`src/rtl/macinit_pkg.sv`:
```
package macinit_pkg;

    typedef enum logic {
        PHY_SGMII = 1'b0,
        PHY_RGMII = 1'b1
    } phy_mode_e;

    typedef enum logic {
        ACC_WRITE = 1'b0,
        ACC_READ  = 1'b1
    } acc_kind_e;

    typedef enum logic [2:0] {
        STEP_QUIESCE   = 3'd0,
        STEP_SOFTRST   = 3'd1,
        STEP_POLLRST   = 3'd2,
        STEP_FRAMELEN  = 3'd3,
        STEP_GAP       = 3'd4,
        STEP_ENABLE    = 3'd5,
        STEP_PHYTIMING = 3'd6,
        STEP_END       = 3'd7
    } step_e;

    typedef enum logic [1:0] {
        PH_LAUNCH = 2'd0,
        PH_WAIT   = 2'd1,
        PH_DONE   = 2'd2
    } phase_e;

    // Successor of a step once its access has completed (poll repeat handled by caller)
    function automatic step_e next_step(input step_e cur, input phy_mode_e mode);
        case (cur)
            STEP_QUIESCE:  return STEP_SOFTRST;
            STEP_SOFTRST:  return STEP_POLLRST;
            STEP_POLLRST:  return STEP_FRAMELEN;
            STEP_FRAMELEN: return STEP_GAP;
            STEP_GAP:      return STEP_ENABLE;
            STEP_ENABLE:   return (mode == PHY_RGMII) ? STEP_PHYTIMING : STEP_END;
            default:       return STEP_END;
        endcase
    endfunction

endpackage

```
`src/rtl/macinit_step_rom.sv`:
```
module macinit_step_rom
    import macinit_pkg::*;
#(
    parameter int unsigned            ADDR_W     = 8,
    parameter int unsigned            DATA_W     = 32,
    parameter logic [ADDR_W-1:0]      CMD_OFS    = 'h02,
    parameter logic [ADDR_W-1:0]      FRMLEN_OFS = 'h05,
    parameter logic [ADDR_W-1:0]      IPG_OFS    = 'h17,
    parameter logic [ADDR_W-1:0]      PHYTIM_OFS = 'h90,
    parameter logic [DATA_W-1:0]      CFG_BASE   = 'h0000_043B,
    parameter int unsigned            TXEN_BIT   = 0,
    parameter int unsigned            RXEN_BIT   = 1,
    parameter int unsigned            RST_BIT    = 13,
    parameter logic [DATA_W-1:0]      FRMLEN_VAL = 'd9600,
    parameter logic [DATA_W-1:0]      IPG_VAL    = 'd12,
    parameter logic [DATA_W-1:0]      PHYTIM_VAL = 'h0000_0082
) (
    input  step_e               step,
    output acc_kind_e           kind,
    output logic [ADDR_W-1:0]   addr,
    output logic [DATA_W-1:0]   data
);

    localparam logic [DATA_W-1:0] PATH_MASK = (DATA_W'(1) << TXEN_BIT) | (DATA_W'(1) << RXEN_BIT);
    localparam logic [DATA_W-1:0] RST_MASK  = DATA_W'(1) << RST_BIT;
    localparam logic [DATA_W-1:0] CFG_OFF   = CFG_BASE & ~PATH_MASK;
    localparam logic [DATA_W-1:0] CFG_RST   = CFG_OFF | RST_MASK;
    localparam logic [DATA_W-1:0] CFG_ON    = CFG_BASE | PATH_MASK;

    always_comb begin
        kind = ACC_WRITE;
        addr = CMD_OFS;
        data = CFG_OFF;
        case (step)
            STEP_QUIESCE: begin
                data = CFG_OFF;
            end
            STEP_SOFTRST: begin
                data = CFG_RST;
            end
            STEP_POLLRST: begin
                kind = ACC_READ;
                data = '0;
            end
            STEP_FRAMELEN: begin
                addr = FRMLEN_OFS;
                data = FRMLEN_VAL;
            end
            STEP_GAP: begin
                addr = IPG_OFS;
                data = IPG_VAL;
            end
            STEP_ENABLE: begin
                data = CFG_ON;
            end
            STEP_PHYTIMING: begin
                addr = PHYTIM_OFS;
                data = PHYTIM_VAL;
            end
            default: begin
                data = CFG_OFF;
            end
        endcase
    end

endmodule

```
`src/rtl/macinit_bus_master.sv`:
```
module macinit_bus_master
    import macinit_pkg::*;
#(
    parameter int unsigned ADDR_W   = 8,
    parameter int unsigned DATA_W   = 32,
    parameter int unsigned TEST_BIT = 13
) (
    input  logic                clk,
    input  logic                rst,
    input  logic                go,
    input  acc_kind_e           go_kind,
    input  logic [ADDR_W-1:0]   go_addr,
    input  logic [DATA_W-1:0]   go_data,
    input  logic                av_waitrequest,
    input  logic [DATA_W-1:0]   av_readdata,
    output logic                av_write,
    output logic                av_read,
    output logic [ADDR_W-1:0]   av_address,
    output logic [DATA_W-1:0]   av_writedata,
    output logic                ack,
    output logic                ack_bit
);

    localparam logic [DATA_W-1:0] TEST_MASK = DATA_W'(1) << TEST_BIT;

    logic accept;
    assign accept = (av_write || av_read) && !av_waitrequest;

    always_ff @(posedge clk) begin
        if (rst) begin
            av_write     <= 1'b0;
            av_read      <= 1'b0;
            av_address   <= '0;
            av_writedata <= '0;
            ack          <= 1'b0;
            ack_bit      <= 1'b0;
        end else begin
            ack <= 1'b0;
            if (go) begin
                av_write     <= (go_kind == ACC_WRITE);
                av_read      <= (go_kind == ACC_READ);
                av_address   <= go_addr;
                av_writedata <= go_data;
            end else if (accept) begin
                av_write <= 1'b0;
                av_read  <= 1'b0;
                ack      <= 1'b1;
                ack_bit  <= av_read && |(av_readdata & TEST_MASK);
            end
        end
    end

endmodule

```
`src/rtl/macinit_seq.sv`:
```
module macinit_seq
    import macinit_pkg::*;
#(
    parameter int unsigned            ADDR_W     = 8,
    parameter int unsigned            DATA_W     = 32,
    parameter phy_mode_e              PHY_MODE   = PHY_RGMII,
    parameter logic [ADDR_W-1:0]      CMD_OFS    = 'h02,
    parameter logic [ADDR_W-1:0]      FRMLEN_OFS = 'h05,
    parameter logic [ADDR_W-1:0]      IPG_OFS    = 'h17,
    parameter logic [ADDR_W-1:0]      PHYTIM_OFS = 'h90,
    parameter logic [DATA_W-1:0]      CFG_BASE   = 'h0000_043B,
    parameter int unsigned            TXEN_BIT   = 0,
    parameter int unsigned            RXEN_BIT   = 1,
    parameter int unsigned            RST_BIT    = 13,
    parameter logic [DATA_W-1:0]      FRMLEN_VAL = 'd9600,
    parameter logic [DATA_W-1:0]      IPG_VAL    = 'd12,
    parameter logic [DATA_W-1:0]      PHYTIM_VAL = 'h0000_0082
) (
    input  logic                clk,
    input  logic                rst,
    output logic [ADDR_W-1:0]   av_address,
    output logic                av_write,
    output logic [DATA_W-1:0]   av_writedata,
    output logic                av_read,
    input  logic [DATA_W-1:0]   av_readdata,
    input  logic                av_waitrequest,
    output logic                done,
    output logic                busy
);

    phase_e              phase_q;
    step_e               step_q;
    logic                done_q;
    acc_kind_e           cur_kind;
    logic [ADDR_W-1:0]   cur_addr;
    logic [DATA_W-1:0]   cur_data;
    logic                go;
    logic                ack;
    logic                ack_bit;
    step_e               step_nxt;

    assign go       = (phase_q == PH_LAUNCH);
    assign step_nxt = next_step(step_q, PHY_MODE);

    macinit_step_rom #(
        .ADDR_W     (ADDR_W),
        .DATA_W     (DATA_W),
        .CMD_OFS    (CMD_OFS),
        .FRMLEN_OFS (FRMLEN_OFS),
        .IPG_OFS    (IPG_OFS),
        .PHYTIM_OFS (PHYTIM_OFS),
        .CFG_BASE   (CFG_BASE),
        .TXEN_BIT   (TXEN_BIT),
        .RXEN_BIT   (RXEN_BIT),
        .RST_BIT    (RST_BIT),
        .FRMLEN_VAL (FRMLEN_VAL),
        .IPG_VAL    (IPG_VAL),
        .PHYTIM_VAL (PHYTIM_VAL)
    ) u_rom (
        .step (step_q),
        .kind (cur_kind),
        .addr (cur_addr),
        .data (cur_data)
    );

    macinit_bus_master #(
        .ADDR_W   (ADDR_W),
        .DATA_W   (DATA_W),
        .TEST_BIT (RST_BIT)
    ) u_bus (
        .clk            (clk),
        .rst            (rst),
        .go             (go),
        .go_kind        (cur_kind),
        .go_addr        (cur_addr),
        .go_data        (cur_data),
        .av_waitrequest (av_waitrequest),
        .av_readdata    (av_readdata),
        .av_write       (av_write),
        .av_read        (av_read),
        .av_address     (av_address),
        .av_writedata   (av_writedata),
        .ack            (ack),
        .ack_bit        (ack_bit)
    );

    // Phase machine: launch one access, wait for its completion, pick the next step
    always_ff @(posedge clk) begin
        if (rst) begin
            phase_q <= PH_LAUNCH;
            step_q  <= STEP_QUIESCE;
            done_q  <= 1'b0;
        end else begin
            case (phase_q)
                PH_LAUNCH: phase_q <= PH_WAIT;
                PH_WAIT: begin
                    if (ack) begin
                        if (step_q == STEP_POLLRST && ack_bit) begin
                            phase_q <= PH_LAUNCH;           // reset bit still set: poll again
                        end else if (step_nxt == STEP_END) begin
                            phase_q <= PH_DONE;
                            done_q  <= 1'b1;
                        end else begin
                            step_q  <= step_nxt;
                            phase_q <= PH_LAUNCH;
                        end
                    end
                end
                default: phase_q <= PH_DONE;
            endcase
        end
    end

    assign done = done_q;
    assign busy = !done_q;

endmodule

```
`config.mk`:
```
export PLATFORM = sky130hd
export DESIGN_NAME = macinit_seq
export DESIGN_NICKNAME = d
export VERILOG_FILES = /design/src/rtl/macinit_pkg.sv /design/src/rtl/macinit_step_rom.sv /design/src/rtl/macinit_bus_master.sv /design/src/rtl/macinit_seq.sv
export SDC_FILE = /design/constraint.sdc
export NUM_CORES = 1
export LEC_CHECK = 0
export ABC_AREA = 0
export BUFFER_PORTS_ARGS = -buffer_cell sky130_fd_sc_hd__buf_2
export CELL_PAD_IN_SITES_DETAIL_PLACEMENT = 0
export CELL_PAD_IN_SITES_GLOBAL_PLACEMENT = 1
export CORE_AREA = 4 4 70 72
export DETAILED_ROUTE_END_ITERATION = 12
export DIE_AREA = 0 0 74 76
export PLACE_DENSITY_LB_ADDON = 0.1
export SYNTH_ARGS = -nofsm -noshare
export SYNTH_HDL_FRONTEND = slang
export SYNTH_SLANG_ARGS = --single-unit
```
`constraint.sdc`:
```
create_clock -name clk -period 1.4 [get_ports clk]
set_input_delay 0.14 -clock clk [delete_from_list [all_inputs] [get_ports clk]]
set_output_delay 0.14 -clock clk [all_outputs]
set_load 0.02 [all_outputs]
```
==> impl_results.md, run 1 <==
* Clock share of power at 33.2%
* Top FF cell, synth: dfxtp_1
* Final wirelength at 2400 µm
* Post-synthesis sequential area ratio at roughly two fifths
* Routability congestion estimate at 0.699
* YS warnings at 0
* Number of synthesized flops with an enable pin at 0
* Grt ovf at 0
* Via count at 879
* Logic gate share of total power at 13.1%
* Crit path launch type: flop
* Pint at 0.000911 W
* Switching Fraction at 28.0%
* First DRT Iteration DRCs at 36
* Reg2Reg Setup Slack at 0.15 ns
* Area leader, netlist: dfxtp_1
* Status: complete, no violations
* Drt pass-1 iters at 4
* P_sw at between 0.0003 and 0.0004 W
* WL/cell at 11.5 µm
* Multi-input logic area at 502 µm²
* Unrepaired setup endpoints after global routing: no
* Asr flop ratio synth at 0%
* Syn Area/Cell at between 8 and 9 µm²
* Clock-pin slew on the worst setup and hold paths at 0.08 ns
* Residual DRC at 0
* Clock Skews at 0.00264 ns
* Fill count at 500
* Area contributors post-synth: dfxtp_1 (41%), buf_4 (18%), a21oi_1 (6.2%)
* Die ar. at around 5600 µm²
* Number of diodes at 0
* Gr usage total at 8.82%
* Min Tclk post-route at between 1 and 1.5 ns
* Cells after Synth at roughly 140
* ANT nets after route at 0
* CORE AREA at 4290 µm²
* Synth unique cells at 31
* CTS buffer count at 3
* Synthesis-to-finish area growth at 10.3%
* Final Hold Vio Count at 0
* Initial antenna violation count at 0
* First-pass GRT wire length at 3990 µm
* Root buffer cell: clkbuf_8
* Total power at 0.00126 W
* Met1 Resource Use GR at 10.7%
* CTS Buffer Depth at 2
* # setup viols final at 0
* Final Cycle Share at a little under 90%
* CTS tree: yes
* Gr busiest metal: met2
* Count of input and output buffers at 22
* Die X at approximately 74 µm
* Pleak at 0.546 nW
* Worst r2r dst: u_bus.av_writedata[5]
* CP Launch Point: phase_q[0]
* Top cell type's share of synthesized area at 40.8%
* Pwr Density at 1010 nW/µm²
* WP data required at 1.60 ns
* Via density at 4.23
* Met3 Use GR at 3.43%
* Die Y at 76 µm
* Max Clock Freq at 802 MHz
* Num Clock Sinks at 23
* Reg area at 460 µm²
* Hold Path Class: input pin to flop
* Final TNS setup at 0 ns
* NumNets Final at roughly 190
* Share of post-route cells with drive strength above 1 at a little under a quarter
* Largest net degree at the start of global routing at 24
* Crit Path Max Fanout at 9
* Maxcap violations at 0
* Initial Util at around a quarter
* Sequential power share at 53.7%
* Reg2Reg Depth at 3
* Worst-Skew Late Latency at 0.26 ns
* Row cnt at 24
* Worst setup path endpoint: u_bus.av_writedata[5]
* Ports at 79
* Crit end category: flop
* HPWL after DPL at 1790 µm
* Worst vdd ir at roughly 0.57 mV
* Hold Slack at 0.107 ns
* Post-CTS Repair Setup Buffers at 0
* GR Util met2 at 14.5%
* R2r startpoint: phase_q[0]
* Vias in the first global route at 839
* Pins Over Slew Limit at 0
* Mapped cell area at between 1000 and 1500 µm²
* H-Tree Depth at 1
* #FFs+latches synth at 23
* WS Path Type: flop to flop
* Worst Path Arrival at 1.45 ns
==> power groups by stage <==
| stage | registers [W] | clock network, W | logic (W) |
|---|---|---|---|
| final | 0.000679 | 0.000420 | 0.000166 |
| after global routing | 0.000682 | 0.000459 | 0.000180 |
| after CTS | 0.000679 | 0.000447 | 0.000164 |
| after detailed placement | 0.000695 | 0 | 0.000164 |
| after global placement | 0.000694 | 0 | 0.000163 |
| after floorplan | 0.000707 | 0 | 0.000168 |
==> cells in the final DEF, fill, tap and decap left out <==
master     n
conb_1    25
nor2b_1    2
dfxtp_1   23
a211oi_1   2
and4b_1    1
nand2_1   13
nor3b_1    1
clkbuf_1   1
buf_4      8
a31oi_1    1
nand4b_1   1
o21ai_0    2
nor4_1     1
or3_1      2
a311oi_1   3
inv_1      1
a21oi_2    1
or3_4      1
nand2b_1   1
a41oi_1    1
buf_2     22
and3b_1    1
o31ai_1    1
a21oi_1   14
nand3_1    7
or2_4      1
xor2_1     2
nand3b_1   1
clkbuf_8   3
nor3_1     4
nor2_1     9
==> cells by family after synthesis <==
family,synth area share [%]
compound gates,13.5
xor+xnor,1.55
buf+inv,23.0
flops,40.8
other cells,0.332
simple gates,20.8
==> cell usage after synthesis (2+ instances only) <==
| cell type | count |
|---|---|
| a211oi_1 | 2 |
| a21oi_1 | 14 |
| a311oi_1 | 3 |
| buf_2 | 4 |
| buf_4 | 27 |
| clkbuf_1 | 6 |
| dfxtp_1 | 23 |
| nand2_1 | 13 |
| nand3_1 | 7 |
| nor2_1 | 9 |
| nor2b_1 | 2 |
| nor3_1 | 4 |
| o21ai_0 | 2 |
| or3_1 | 2 |
| xor2_1 | 2 |
==> metrics by stage <==
| stage | setup slack, ns | std cells | util, % | instance area, µm² |
|---|---|---|---|---|
| 2_1_floorplan | 0.174 | 160 | - | 1220 |
| 3_3_place_gp | 0.0790 | 204 | 27.9 | 1200 |
| 3_5_place_dp | 0.0428 | 204 | 27.9 | 1200 |
| 4_1_cts | 0.0254 | 208 | 29.0 | 1240 |
| 5_1_grt | 0.0780 | 208 | 29.0 | 1250 |
| 6_report | 0.152 | 208 | 29.0 | 1250 |
==> flip-flops by register name, summed over array words and instances, names as in the netlist <==
name / count
u_bus.ack_bit: 1
phase_q: 2
u_bus.av_read: 1
done: 1
u_bus.av_write: 1
u_bus.av_writedata: 9
u_bus.ack: 1
u_bus.av_address: 4
step_q: 3
==> how the worst min path moves through the flow <==
stage	startpoint	to	slack, ns	cells past startpoint
after global routing	av_waitrequest	u_bus.ack	0.12	2
after CTS	av_waitrequest	u_bus.ack	0.09	2
after global placement	av_waitrequest	u_bus.ack	0.38	2
after detailed placement	av_waitrequest	u_bus.ack	0.39	2
final	av_waitrequest	u_bus.ack	0.11	2
after floorplan	rst	u_bus.av_writedata[3]	0.21	1
==> worst max-delay path, cell delays in order (launching register included) <==
cell	delay (ns)
dfxtp_1	0.35
or2_4	0.31
or3_4	0.40
a21oi_2	0.13
==> metal layers <==
metal / vias to the layer above / wire length (µm) / share of wire [%]
met4: 0 / 8 / 0.33
met2: 25 / 1150 / 48
li1: 446 / - / -
met3: 2 / 179 / 7.5
met1: 406 / 1060 / 44
met5: - / 0 / 0
==> timing repair <==
action	4_1_cts	5_1_grt
hold buffers	0	0
gates resized for setup	0	1
endpoints found under the setup margin	0	4
==> area by class of cell <==
cell class | instances | share of cell area, %
clock buffer | 4 | 3.61
inverter | 1 | 0.301
multi-input combinational | 98 | 40.3
sequential | 23 | 36.9
tap | 52 | 5.22
timing repair buffer | 30 | 13.7
(Power assumes the default switching activity.)
==> run 2: changes to the inputs <==
Settings changed: CORE_AREA 4 4 70 72 to 4 4 68 70, CTS_CLUSTER_SIZE set to 10, DIE_AREA 0 0 74 76 to 0 0 72 74.
Clock period 1.4 ns to 1.5 ns, I/O delays scaled along.
==> impl_results.md, run 2 (synthesized netlist as in run 1, its figures left out) <==
* Status: complete, no violations
* H-Tree Depth at 1 (unchanged)
* CTS buffer count at 3 (unchanged)
* Drt pass-1 iters at 4 (unchanged)
* Number of diodes at 0 (unchanged)
* Pwr Density at 958 nW/µm² (-5.6%)
* Most flops, register: u_bus.av_writedata
* Gr usage total at 9.17% (+0.35 points)
* Crit path launch type: flop
* Min Tclk post-route at 1.35 ns (+0.0982 ns)
* Hold Buf Count CTS at 0 (unchanged)
* Ports at 79 (unchanged)
* First-pass GRT wire length at 3820 µm (-4.2%)
* Commonest non-fill, non-tap cells in the layout: conb_1 (25), dfxtp_1 (23), buf_2 (22)
* Cell family with most CP delay: simple AND/OR/NAND/NOR gates
* Final Cycle Share at 89.7% (+0.61 points)
* Initial antenna violation count at 0 (unchanged)
* Reg2Reg Setup Slack at 0.15 ns (about the same)
* Pleak at 0.536 nW (-1.8%)
* Largest net degree at the start of global routing at 24 (unchanged)
* Share of post-route cells with drive strength above 1 at 21.4% (-1.6 points)
* Num Clock Sinks at 23 (unchanged)
* Commonest non-fill, non-tap cell in the layout: conb_1
* Setup ws final at 0.154 ns (+0.00178 ns)
* First DRT Iteration DRCs at 26 (-28%)
* Crit end category: flop
* WS Path Type: flop to flop
* Synthesis-to-finish area growth at 8.53%
* Cell area after placement at 1180 µm² (-1.5%)
* WL/cell at 11.7 µm (+1.1%)
* CORE AREA at 3970 µm² (-7.5%)
* NumNets Final at 190 (-1.0%)
* Dpl ws at 0.137 ns (+0.0940 ns)
* Via count at 894 (+1.7%)
* Leading registers by flop count: u_bus.av_writedata: 9 flops, u_bus.av_address: 4 flops, step_q: 3 flops
* Initial Util at 28.4% (+2.1 points)
* Crit Path Max Fanout at 10 (+1)
* Hold Path Class: input pin to flop
* Worst stage delay on the critical path at 0.44 ns (+0.04 ns)
* Max reg flops at 9 (unchanged)
* Routability congestion estimate at 0.689 (-1.4%)
* Grt ovf at 0 (unchanged)
* HPWL after DPL at 1670 µm (-6.9%)
* CTS Buffer Depth at 2 (unchanged)
* # setup viols final at 0 (unchanged)
* Die X at 72 µm (-2.7%)
* Final TNS setup at 0 ns (unchanged)
* Clock Skews at 0.00266 ns (+0.0000162 ns)
* Pins Over Slew Limit at 0 (unchanged)
* Clock-pin slew on the worst setup and hold paths at 0.08 ns (about the same)
* Final Hold Vio Count at 0 (unchanged)
* Post-CTS Repair Setup Buffers at 0 (unchanged)
* Hold Slack at 0.117 ns (+0.00994 ns)
* ANT nets after route at 0 (unchanged)
* Slowest stage cell, crit path: or3_4
* Maxcap violations at 0 (unchanged)
* CTS tree: yes
* Worst vdd ir at 0.354 mV (-38%)
* WP data required at 1.71 ns (+0.11 ns)
* Worst Path Arrival at 1.55 ns (+0.10 ns)
* Via density at 4.38 (+3.7%)
* Vias in the first global route at 802 (-4.4%)
* Count of input and output buffers at 22 (unchanged)
* Final Instance Area at 1230 µm² (-1.6%)
* Residual DRC at 0 (unchanged)
* Max Clock Freq at 743 MHz (-7.3%)
* Worst-Skew Late Latency at 0.27 ns (about the same)
* Fill count at 456 (-8.8%)
* Die ar. at 5330 µm² (-5.3%)
* Unrepaired setup endpoints after global routing: no
* Buffer and inverter count on the worst path at 0 (unchanged)
* Final wirelength at 2380 µm (-0.88%)
* Crit-path cells: or2_1, or3_4, a21oi_2
* Root buffer cell: clkbuf_8
* Row cnt at 23 (-4.2%)
* Post-route core utilization at 30.9% (+1.9 points)
* CTS-repair resized insts at 0 (unchanged)
* Die Y at 74 µm (-2.6%)
## run 2: path summary, 6_finish.rpt
path / endpoint / start / cells past startpoint
max: u_bus.av_writedata[5] / phase_q[0] / 3
max reg2reg: u_bus.av_writedata[5] / phase_q[0] / 3
min reg2reg: u_bus.av_writedata[1] / u_bus.av_writedata[1] / 2
min: u_bus.ack / av_waitrequest / 2
## run 2: area by class of cell
| cell class | count | area [µm²] | share of cell area (%) |
|---|---|---|---|
| Timing Repair Buffer | 28 | 155 | 12.7 |
| Sequential cell | 23 | 460 | 37.6 |
| Tap cell | 50 | 62.6 | 5.10 |
| Clock buffer | 4 | 45.0 | 3.67 |
| Inverter | 1 | 3.75 | 0.306 |
| Multi-Input combinational cell | 98 | 499 | 40.7 |
## run 2: power by group
| part | leakage, nW | switching (W) | total (W) | internal, W |
|---|---|---|---|---|
| combinational | 0.326 | 0.000117 | 0.000147 | 0.0000297 |
| sequential | 0.187 | 0.00000909 | 0.000633 | 0.000624 |
| clock | 0.0228 | 0.000204 | 0.000394 | 0.000190 |
| total | 0.536 | 0.000331 | 0.00117 | 0.000843 |
## run 2: routing by layer
metal,part of all wire [%],global-route usage (%),vias to the layer above
met1,44,10.9,412
li1,-,-,444
met2,46,15.1,33
met3,7.7,2.84,5
met5,0,0,-
met4,1.8,4.38,0
## run 2: stage by stage
stage               power (W)  instances
floorplan            0.000817        160
global placement     0.000793        200
detailed placement   0.000794        200
CTS                   0.00120        204
global route          0.00123        204
finish                0.00117        204
==> run 3: changes to the inputs <==
--- a/constraint.sdc
+++ b/constraint.sdc
@@ -3,2 +3,2 @@
 set_output_delay 0.15 -clock clk [all_outputs]
-set_load 0.02 [all_outputs]
+set_load 0.1 [all_outputs]
==> impl_results.md, run 3 (synthesized netlist as in run 1, its figures left out) <==
* Status: complete, no violations
* First-pass GRT wire length at 3820 µm (-0.18%)
* CTS tree: yes
* Die ar. at 5330 µm² (unchanged)
* Count of input and output buffers at 22 (unchanged)
* Max reg flops at 9 (unchanged)
* Leading registers by flop count: u_bus.av_writedata: 9 flops, u_bus.av_address: 4 flops, step_q: 3 flops
* ANT nets after route at 0 (unchanged)
* First DRT Iteration DRCs at 23 (-12%)
* Routability congestion estimate at 0.708 (+2.7%)
* Crit Path Max Fanout at 7 (-3)
* Pwr Density at 1170 nW/µm² (+22%)
* Hold Crit Start: av_waitrequest
* Hold Path Class: input pin to flop
* Worst stage delay on the critical path at 0.42 ns (-0.02 ns)
* Hold Buf Count CTS at 0 (unchanged)
* Clock-pin slew on the worst setup and hold paths at 0.08 ns (about the same)
* Row cnt at 23 (unchanged)
* Dpl ws at 0.201 ns (+0.0647 ns)
* Largest net degree at the start of global routing at 24 (unchanged)
* Ports at 79 (unchanged)
* Reg2Reg Depth at 3 (unchanged)
* Drt pass-1 iters at 4 (unchanged)
* Commonest non-fill, non-tap cell in the layout: conb_1
* Crit-path cells: or2_1, or3_4, a21oi_2
* Clock Skews at 0.000894 ns (-0.00177 ns)
* Pleak at 0.542 nW (+1.0%)
* WL/cell at 11.6 µm (-0.67%)
* Hold path cells at 2 (unchanged)
* Total power at 0.00146 W (+24%)
* Die Y at 74 µm (unchanged)
* HPWL after DPL at 1730 µm (+3.8%)
* NumNets Final at 190 (unchanged)
* Via count at 865 (-3.2%)
* Initial Util at 28.4% (unchanged)
* Commonest non-fill, non-tap cells in the layout: conb_1 (25), buf_2 (22), dfxtp_1 (19)
* Hold EP: u_bus.ack
* Most flops, register: u_bus.av_writedata
* Reg2Reg Setup Slack at 0.20 ns (+0.05 ns)
* Setup ws final at 0.205 ns (+0.0505 ns)
* Synthesis-to-finish area growth at 10.6%
* Worst vdd ir at 0.345 mV (-2.4%)
* Final TNS setup at 0 ns (unchanged)
* Hold Slack at 0.114 ns (-0.00350 ns)
* CORE AREA at 3970 µm² (unchanged)
* Final wirelength at 2360 µm (-0.67%)
* Max Clock Freq at 772 MHz (+3.9%)
* Crit end category: flop
* # setup viols final at 0 (unchanged)
* Slowest stage cell, crit path: or3_4
* Worst-Skew Late Latency at 0.25 ns (-0.02 ns)
* Residual DRC at 0 (unchanged)
* Number of diodes at 0 (unchanged)
* Post-CTS Repair Setup Buffers at 0 (unchanged)
* Gr usage total at 9.09% (-0.080 points)
* Crit path launch type: flop
* Final Cycle Share at 86.3% (-3.4 points)
* Via density at 4.24 (-3.2%)
* Worst r2r dst: u_bus.av_writedata[5]
* Final Hold Vio Count at 0 (unchanged)
* CTS Buffer Depth at 2 (unchanged)
* Maxcap violations at 0 (unchanged)
* Cell Count, Final, Fillers Out at 204 (unchanged)
* Min Tclk post-route at 1.30 ns (-0.0505 ns)
* CTS-repair resized insts at 0 (unchanged)
* Share of post-route cells with drive strength above 1 at 24.7% (+3.2 points)
* Grt ovf at 0 (unchanged)
* Initial antenna violation count at 0 (unchanged)
* Pins Over Slew Limit at 0 (unchanged)
* CTS buffer count at 3 (unchanged)
* Unrepaired setup endpoints after global routing: no
* Root buffer cell: clkbuf_8
* Worst Path Arrival at 1.48 ns (-0.07 ns)
* Post-Place Cells at 200 (unchanged)
* WP data required at 1.69 ns (-0.02 ns)
* H-Tree Depth at 1 (unchanged)
* Die X at 72 µm (unchanged)
* R2r startpoint: phase_q[0]
* WS Path Type: flop to flop
* Num Clock Sinks at 23 (unchanged)
* Vias in the first global route at 831 (+3.6%)
run 3: cell type report:
type                       instances  area (µm²)
fill                             450        2720
clock buffer                       4        45.0
multi-input combinational         98         499
sequential                        23         468
tap                               50        62.6
timing repair buffer              28         168
inverter                           1        7.51
run 3: power by group:
| group | total [W] | leakage, nW | internal [W] | switching (W) |
|---|---|---|---|---|
| clock | 0.000370 | 0.0228 | 0.000189 | 0.000181 |
| combinational | 0.000457 | 0.330 | 0.0000353 | 0.000422 |
| sequential | 0.000632 | 0.189 | 0.000623 | 0.00000879 |
| total | 0.00146 | 0.542 | 0.000847 | 0.000612 |
run 3: stage by stage:
step                util [%]  instance area [µm²]
floorplan                  -                 1230
global placement        30.3                 1200
detailed placement      30.3                 1200
CTS                     31.5                 1250
global route            31.5                 1250
finish                  31.5                 1250
run 3: worst max path at each step:
stage / start / endpoint / slack, ns
6_report: phase_q[0] / u_bus.av_writedata[5] / 0.20
5_1_grt: phase_q[0] / u_bus.av_writedata[10] / 0.11
4_1_cts: phase_q[0] / u_bus.av_writedata[5] / 0.18
3_5_place_dp: phase_q[0] / u_bus.av_writedata[5] / 0.20
3_3_place_gp: phase_q[0] / u_bus.av_writedata[5] / 0.22
2_1_floorplan: u_bus.av_read / u_bus.ack_bit / 0.007
run 3: critical path, delay by kind of cell (launching register included):
family             cells  cell delay (ns)
AOI/OAI and AO/OA      1             0.13
DFF                    1             0.34
and+or+nand+nor        2             0.76
run 3: layer usage:
layer	up-vias	global-route usage (%)	part of all wire (%)
met5	-	0	0
met2	32	15.9	49
met3	2	2.84	7.4
met4	0	3.13	0.34
li1	441	-	-
met1	390	10.5	43
